[src/rtl/cdq_pkg.sv]
package cdq_pkg;

  typedef enum logic {
    IF_PUSH = 1'b0,
    IF_HOST = 1'b1
  } if_mode_e;

  typedef enum logic {
    CAR_OFF = 1'b0,
    CAR_ON  = 1'b1
  } car_state_e;

  typedef struct packed {
    logic data;
    logic dclk;
    logic rdy_n;
  } ser_pins_t;

endpackage

[src/rtl/cdq_rst_sync.sv]
module cdq_rst_sync #(
  parameter int STAGES = 2
) (
  input  logic clk,
  input  logic rst_n,
  output logic rst_sync_n
);

  generate
    if (STAGES <= 1) begin : g_single
      logic stg_q;
      always_ff @(posedge clk or negedge rst_n) begin
        if (!rst_n) stg_q <= 1'b0;
        else        stg_q <= 1'b1;
      end
      assign rst_sync_n = stg_q;
    end else begin : g_chain
      logic [STAGES-1:0] stg_q;
      logic [STAGES-1:0] stg_d;
      always_comb begin
        stg_d = {stg_q[STAGES-2:0], 1'b1};
      end
      always_ff @(posedge clk or negedge rst_n) begin
        if (!rst_n) stg_q <= '0;
        else        stg_q <= stg_d;
      end
      assign rst_sync_n = stg_q[STAGES-1];
    end
  endgenerate

endmodule

[src/rtl/cdq_window.sv]
module cdq_window #(
  parameter int WIN_CYC = 50000,
  parameter int M_WIN   = 10,
  parameter int N_HIT   = 8
) (
  input  logic clk,
  input  logic rst_n,
  input  logic act_i,
  input  logic clr_i,
  output logic qual_o
);

  localparam int WC_W  = (WIN_CYC > 1) ? $clog2(WIN_CYC) : 1;
  localparam int CNT_W = $clog2(M_WIN + 1);
  localparam logic [WC_W-1:0]  WC_LAST = WC_W'(WIN_CYC - 1);
  localparam logic [CNT_W-1:0] HIT_MIN = CNT_W'(N_HIT);

  logic [WC_W-1:0]  wc_q, wc_d;
  logic             hit_q, hit_d;
  logic [M_WIN-1:0] hist_q, hist_d;
  logic             win_end;
  logic             win_mark;
  logic [CNT_W-1:0] ones;

  always_comb begin
    win_end  = (wc_q == WC_LAST);
    win_mark = hit_q | act_i;
    wc_d     = wc_q;
    hit_d    = hit_q;
    hist_d   = hist_q;
    if (clr_i) begin
      wc_d   = '0;
      hit_d  = 1'b0;
      hist_d = '0;
    end else if (win_end) begin
      wc_d   = '0;
      hit_d  = 1'b0;
      hist_d = {hist_q[M_WIN-2:0], win_mark};
    end else begin
      wc_d   = wc_q + WC_W'(1);
      hit_d  = win_mark;
    end
  end

  always_ff @(posedge clk or negedge rst_n) begin
    if (!rst_n) begin
      wc_q   <= '0;
      hit_q  <= 1'b0;
      hist_q <= '0;
    end else begin
      wc_q   <= wc_d;
      hit_q  <= hit_d;
      hist_q <= hist_d;
    end
  end

  always_comb begin
    ones = '0;
    for (int i = 0; i < M_WIN; i++) begin
      ones = ones + CNT_W'(hist_q[i]);
    end
    qual_o = (ones >= HIT_MIN);
  end

  p_clear_empties_r5: assert property (@(posedge clk) disable iff (!rst_n)
    clr_i |=> (hist_q == '0) && !hit_q);

  p_window_limit_r2: assert property (@(posedge clk) disable iff (!rst_n)
    wc_q <= WC_LAST);

endmodule

[src/rtl/cdq_hold.sv]
module cdq_hold
  import cdq_pkg::*;
#(
  parameter int HOLD_CYC = 500000
) (
  input  logic clk,
  input  logic rst_n,
  input  logic act_i,
  input  logic qual_i,
  output logic car_o,
  output logic rel_o
);

  localparam int QW = (HOLD_CYC > 1) ? $clog2(HOLD_CYC) : 1;
  localparam logic [QW-1:0] Q_LAST = QW'(HOLD_CYC - 1);

  car_state_e    st_q, st_d;
  logic [QW-1:0] quiet_q, quiet_d;
  logic          quiet_en;

  always_comb begin
    st_d     = st_q;
    quiet_d  = quiet_q;
    quiet_en = 1'b0;
    rel_o    = 1'b0;
    case (st_q)
      CAR_OFF: begin
        quiet_d  = '0;
        quiet_en = 1'b1;
        if (qual_i) st_d = CAR_ON;
      end
      CAR_ON: begin
        quiet_en = 1'b1;
        if (act_i) begin
          quiet_d = '0;
        end else if (quiet_q == Q_LAST) begin
          quiet_d = '0;
          st_d    = CAR_OFF;
          rel_o   = 1'b1;
        end else begin
          quiet_d = quiet_q + QW'(1);
        end
      end
      default: st_d = CAR_OFF;
    endcase
  end

  always_ff @(posedge clk or negedge rst_n) begin
    if (!rst_n) begin
      st_q    <= CAR_OFF;
      quiet_q <= '0;
    end else begin
      st_q <= st_d;
      if (quiet_en) quiet_q <= quiet_d;
    end
  end

  assign car_o = (st_q == CAR_ON);

  p_act_keeps_carrier_r4: assert property (@(posedge clk) disable iff (!rst_n)
    (car_o && act_i) |=> car_o);

  p_quiet_in_range_r5: assert property (@(posedge clk) disable iff (!rst_n)
    car_o |-> (quiet_q <= Q_LAST));

  p_quiet_zero_idle_r5: assert property (@(posedge clk) disable iff (!rst_n)
    $rose(car_o) |-> (quiet_q == '0));

endmodule

[src/rtl/cdq_gate.sv]
module cdq_gate
  import cdq_pkg::*;
(
  input  if_mode_e  mode_i,
  input  logic      car_i,
  input  ser_pins_t rx_i,
  output ser_pins_t pin_o,
  output logic      ld_en_o
);

  always_comb begin
    pin_o   = rx_i;
    ld_en_o = car_i;
    if (!car_i) begin
      case (mode_i)
        IF_PUSH: pin_o = '{data: 1'b1, dclk: 1'b1, rdy_n: 1'b1};
        IF_HOST: pin_o.rdy_n = 1'b1;
        default: pin_o = '{data: 1'b1, dclk: 1'b1, rdy_n: 1'b1};
      endcase
    end
  end

endmodule

[src/rtl/cdq_top.sv]
module cdq_top
  import cdq_pkg::*;
#(
  parameter int WIN_CYC     = 50000,
  parameter int M_WIN       = 10,
  parameter int N_HIT       = 8,
  parameter int HOLD_CYC    = 500000,
  parameter int SYNC_STAGES = 2
) (
  input  logic clk,
  input  logic rst_n,
  input  logic act_i,
  input  logic mode_i,
  input  logic rx_data_i,
  input  logic rx_dclk_i,
  input  logic rx_rdy_n_i,
  output logic cd_n_o,
  output logic rx_en_o,
  output logic data_o,
  output logic dclk_o,
  output logic rdy_n_o
);

  logic      rst_sync_n;
  logic      qual;
  logic      car;
  logic      rel;
  ser_pins_t rx_pins;
  ser_pins_t out_pins;
  if_mode_e  mode;

  cdq_rst_sync #(.STAGES(SYNC_STAGES)) u_rst (
    .clk        (clk),
    .rst_n      (rst_n),
    .rst_sync_n (rst_sync_n)
  );

  cdq_window #(.WIN_CYC(WIN_CYC), .M_WIN(M_WIN), .N_HIT(N_HIT)) u_win (
    .clk    (clk),
    .rst_n  (rst_sync_n),
    .act_i  (act_i),
    .clr_i  (rel),
    .qual_o (qual)
  );

  cdq_hold #(.HOLD_CYC(HOLD_CYC)) u_hold (
    .clk    (clk),
    .rst_n  (rst_sync_n),
    .act_i  (act_i),
    .qual_i (qual),
    .car_o  (car),
    .rel_o  (rel)
  );

  always_comb begin
    rx_pins = '{data: rx_data_i, dclk: rx_dclk_i, rdy_n: rx_rdy_n_i};
    mode    = if_mode_e'(mode_i);
  end

  cdq_gate u_gate (
    .mode_i  (mode),
    .car_i   (car),
    .rx_i    (rx_pins),
    .pin_o   (out_pins),
    .ld_en_o (rx_en_o)
  );

  assign cd_n_o  = ~car;
  assign data_o  = out_pins.data;
  assign dclk_o  = out_pins.dclk;
  assign rdy_n_o = out_pins.rdy_n;

  p_no_early_assert_r3: assert property (@(posedge clk) disable iff (!rst_sync_n)
    (cd_n_o && !qual) |=> cd_n_o);

  p_enable_tracks_cd_r6: assert property (@(posedge clk) disable iff (!rst_sync_n)
    rx_en_o == !cd_n_o);

  p_push_forced_high_r7: assert property (@(posedge clk) disable iff (!rst_sync_n)
    (cd_n_o && !mode_i) |-> (data_o && dclk_o && rdy_n_o));

  p_host_ready_high_r8: assert property (@(posedge clk) disable iff (!rst_sync_n)
    (cd_n_o && mode_i) |-> (rdy_n_o && (data_o == rx_data_i) && (dclk_o == rx_dclk_i)));

endmodule

[config.mk]
export PLATFORM = sky130hd
export DESIGN_NAME = cdq_top
export DESIGN_NICKNAME = d
export VERILOG_FILES = /design/src/rtl/cdq_pkg.sv /design/src/rtl/cdq_rst_sync.sv /design/src/rtl/cdq_window.sv /design/src/rtl/cdq_hold.sv /design/src/rtl/cdq_gate.sv /design/src/rtl/cdq_top.sv
export SDC_FILE = /design/constraint.sdc
export NUM_CORES = 1
export LEC_CHECK = 0
export ABC_AREA = 1
export BUFFER_PORTS_ARGS = -buffer_cell sky130_fd_sc_hd__buf_2
export CAP_MARGIN = 20
export CORE_MARGIN = 2
export CORE_UTILIZATION = 65
export DETAILED_ROUTE_END_ITERATION = 6
export PLACE_DENSITY = 0.85
export SLEW_MARGIN = 20
export SYNTH_ARGS = -nofsm -noshare
export SYNTH_HDL_FRONTEND = slang
export SYNTH_SLANG_ARGS = --single-unit
[constraint.sdc]
create_clock -name clk -period 3.4 [get_ports clk]
set_input_delay 0.34 -clock clk [delete_from_list [all_inputs] [get_ports clk]]
set_output_delay 0.34 -clock clk [all_outputs]
set_load 0.01 [all_outputs]
==> impl_metrics.xml <==
<?xml version="1.0" encoding="UTF-8"?>
<metrics>
  <group name="global_route">
    <metric name="largest_net_degree_at_the_start_of_global_routing" unit="">48</metric>
    <metric name="global_route.usage.total" unit="">0.247</metric>
    <metric name="grt_pass1_vias" unit="">2288</metric>
    <metric name="grt_pass1_wl" unit="um">9720</metric>
    <metric name="number_of_antenna_violations_at_the_first_check_in_global_routing" unit="">0</metric>
    <metric name="overflow" unit="">0</metric>
  </group>
  <group name="logic_synthesis">
    <metric name="synth_cell_count_leaders" unit="">nor2_1, nand2_1, inv_1, dfrtp_1, nand3_1</metric>
    <metric name="synth_top_family_by_area" unit="">simple AND/OR/NAND/NOR gates</metric>
    <metric name="synth-compound-area-share" unit="">0.0279</metric>
    <metric name="post-synth-top-count-cell" unit="">nor2_1</metric>
    <metric name="post_synthesis_average_cell_area" unit="um^2">7.55</metric>
    <metric name="synth_area_leader_cell" unit="">dfrtp_1</metric>
    <metric name="synth-async-reset-ratio" unit="">1.00</metric>
    <metric name="synth.area.mux_share" unit="">0</metric>
    <metric name="postSynthNetCount" unit="">399</metric>
    <metric name="synthCells" unit="">380</metric>
    <metric name="ys_ff_latch" unit="">49</metric>
    <metric name="synthSimpleGateAreaFrac" unit="">0.333</metric>
    <metric name="yosysUniqueCellTypes" unit="">26</metric>
    <metric name="synthDominantCellAreaShare" unit="">0.427</metric>
    <metric name="synthTopCellsByArea" unit="">dfrtp_1, nor2_1, nand2_1</metric>
    <metric name="synth-adder-area-share" unit="">0.0654</metric>
    <metric name="synthesis.area" unit="mm^2">0.00287</metric>
    <metric name="synth-xor-area-share" unit="">0.0549</metric>
    <metric name="number_of_enable_type_register_cells_in_the_synthesized_netlist" unit="">0</metric>
    <metric name="synth_top_flop_cell" unit="">dfrtp_1</metric>
    <metric name="proportion_of_synthesized_chip_area_in_sequential_cells" unit="">0.427</metric>
    <metric name="synth-warning-count" unit="">0</metric>
  </group>
  <group name="setup_path">
    <metric name="cp_slowest_stage_delay" unit="ns">0.44</metric>
    <metric name="slowest_stage" unit="">fa_1</metric>
    <metric name="worst-setup-path-type" unit="">reg -&gt; reg</metric>
    <metric name="worstPathCellList" unit="">ha_1, inv_1, fa_1, fa_1, inv_1, fa_1, ha_1, nand2_1, nor2_1, a211oi_1, a21oi_1</metric>
    <metric name="critPathRequiredTime" unit="ns">3.58</metric>
    <metric name="nature_of_the_critical_path_endpoint" unit="">register</metric>
    <metric name="cp_arrival" unit="ns">3.14</metric>
    <metric name="cpMostUsedCell" unit="">fa_1</metric>
    <metric name="path_max_fanout" unit="">2</metric>
    <metric name="crit_path_start_kind" unit="">register</metric>
  </group>
  <group name="timing">
    <metric name="tightestPinTransition" unit="ns">0.590</metric>
    <metric name="max_freq" unit="GHz">0.338</metric>
    <metric name="worst_clk_skew" unit="ns">0.0161</metric>
    <metric name="setup_viol" unit="">0</metric>
    <metric name="post-route-period-util" unit="">0.871</metric>
    <metric name="min_period" unit="ns">2.96</metric>
    <metric name="grt_setup_unrepaired" unit="">false</metric>
    <metric name="timing_max_transition_violations_final" unit="">0</metric>
    <metric name="hold_violations" unit="">0</metric>
    <metric name="relSlewSlack" unit="">0.606</metric>
    <metric name="final.setup.tns" unit="ns">0</metric>
  </group>
  <group name="flow_run">
    <metric name="max-cap-violations" unit="">0</metric>
  </group>
  <group name="clock_tree">
    <metric name="cts.sinks" unit="">49</metric>
    <metric name="path_clk_slew" unit="ns">0.10</metric>
    <metric name="post_cts.repair.setup_buffers" unit="">0</metric>
    <metric name="numCtsBuffers" unit="">5</metric>
    <metric name="cts_root_buf" unit="">clkbuf_8</metric>
    <metric name="cts_resized" unit="">0</metric>
    <metric name="clock_tree_from_tritoncts" unit="">yes</metric>
    <metric name="clock_latency_reported_for_the_late_side_of_the_worst_skew_pair" unit="ns">0.31</metric>
    <metric name="cts.path.max_buffers" unit="">2</metric>
    <metric name="htree_num_levels" unit="">2</metric>
  </group>
  <group name="placement">
    <metric name="io_buffer_count" unit="">11</metric>
    <metric name="place.gp.congestion" unit="">0.892</metric>
    <metric name="detailed_place_hpwl" unit="um">4160</metric>
    <metric name="number_of_placed_instances_with_taps_included" unit="">439</metric>
  </group>
  <group name="floorplanning">
    <metric name="ios" unit="">12</metric>
    <metric name="floorplan.core_area" unit="mm^2">0.00429</metric>
    <metric name="die_w" unit="um">70.4</metric>
    <metric name="row_count" unit="">24</metric>
    <metric name="fp.dieH" unit="um">70.4</metric>
    <metric name="initial_core_util" unit="">0.668</metric>
    <metric name="floorplan_die_area" unit="mm^2">0.00496</metric>
  </group>
  <group name="pwr">
    <metric name="vdd_drop_max" unit="V">0.000267</metric>
    <metric name="cellLeakagePower" unit="uW">0.00149</metric>
    <metric name="powerDensity" unit="mW/mm^2">314</metric>
  </group>
  <group name="cells_and_area">
    <metric name="nNetsFinal" unit="">414</metric>
    <metric name="finish.cell_count_without_fillers" unit="">448</metric>
    <metric name="layout.core_utilization" unit="">0.709</metric>
    <metric name="drive_above_1_share" unit="">0.0808</metric>
    <metric name="layout-area-overhead-vs-synth" unit="%">6.19</metric>
    <metric name="antenna_cells_inserted" unit="">0</metric>
  </group>
  <group name="status">
    <metric name="run_status" unit="">finished, final reports clean</metric>
  </group>
  <group name="route">
    <metric name="detail_route.wl_per_cell" unit="um">12.6</metric>
    <metric name="routed_via_density" unit="">5.25</metric>
    <metric name="ant_nets" unit="">0</metric>
    <metric name="drt_first_pass_iters" unit="">4</metric>
    <metric name="detailroute.via_count" unit="">2354</metric>
    <metric name="totalWireLength" unit="um">5620</metric>
    <metric name="drc" unit="">0</metric>
    <metric name="drtIter0Drc" unit="">192</metric>
  </group>
  <group name="min_path">
    <metric name="hp-class" unit="">reg -&gt; async</metric>
  </group>
</metrics>
## state kept, by name, indices dropped and copies added, names as in the netlist
name                 count
u_win.wc_q              16
u_win.hit_q              1
u_win.hist_q            10
u_rst.g_chain.stg_q      2
u_hold.car_o             1
u_hold.quiet_q          19
## final timing paths
| kind | from | end | slack, ns | cells after the start |
|---|---|---|---|---|
| worst min register to register | u_rst.g_chain.stg_q[1]$_DFF_PN0_ | u_win.wc_q[13]$_DFF_PN0_ | 0.34 | 0 |
| worst max-delay path | u_win.hist_q[0]$_DFFE_PN0P_ | u_hold.car_o$_DFF_PN0_ | 0.44 | 11 |
| worst max register to register | u_win.hist_q[0]$_DFFE_PN0P_ | u_hold.car_o$_DFF_PN0_ | 0.44 | 11 |
| worst min-delay path | u_rst.g_chain.stg_q[1]$_DFF_PN0_ | u_win.wc_q[13]$_DFF_PN0_ | 0.34 | 0 |
| min in group clk | u_rst.g_chain.stg_q[0]$_DFF_PN0_ | u_rst.g_chain.stg_q[1]$_DFF_PN0_ | 0.37 | 0 |
| max in group asynchronous | u_rst.g_chain.stg_q[1]$_DFF_PN0_ | u_hold.quiet_q[17]$_DFF_PN0_ | 2.65 | 0 |
## through the flow
stage               power, uW  instance area [um^2]  hold WS, ns  setup WS (ns)
floorplan                 620                  2870       0.0444          0.668
global placement          630                  2950        0.125          0.601
detailed placement        631                  2950        0.127          0.448
CTS                       964                  3040        0.351          0.431
global route              983                  3050        0.367          0.352
finish                    957                  3050        0.343          0.440
## timing repair
item                                   CTS  global route
endpoints found under the hold margin    2             0
hold buffers                             1             0
setup endpoints to repair                0             0
## power breakdown
group	switching, uW	internal (uW)	leakage [uW]
registers	12.8	586	0.000594
clock network	192	146	0.0000385
logic	11.3	8.60	0.000858
## cell families after synthesis
family                     after synthesis
buffers and inverters                   60
and+or+nand+nor                        226
DFF                                     49
xor gates and xnor gates                18
other                                    1
adders and majority gates               12
AOI/OAI and AO/OA                       14
## critical path, delay by kind of cell (launching register included)
kind                       cells  cell delay [ns]
DFF                            1             0.40
and+or+nand+nor                2             0.12
buffers and inverters          2             0.19
adders and majority gates      5             1.86
AOI/OAI and AO/OA              2             0.28
## cells in the final DEF (no fill, tap or decap), types with 8 or more instances in the layout
master,count
dfrtp_1,48
nor2_1,84
nand4_1,8
buf_2,11
nand3_1,32
nand2_1,83
inv_1,53
xor2_1,15
## routing by layer
layer / track usage / vias up / share of wire
li1: - / 1193 / -
met4: 0.0726 / 0 / 0.011
met2: 0.443 / 45 / 0.51
met1: 0.302 / 1107 / 0.45
met3: 0.0418 / 9 / 0.032
met5: 0 / - / 0
## final cells by class
class | instances | area, um^2
inverter | 54 | 203
clock buffer | 7 | 76.3
multi-input combinational | 271 | 1390
fill | 345 | 1250
tap | 52 | 65.1
sequential | 49 | 1230
clock inverter | 1 | 7.51
timing repair buffer | 14 | 80.1
Note: power is estimated with default switching activity, not from simulation.
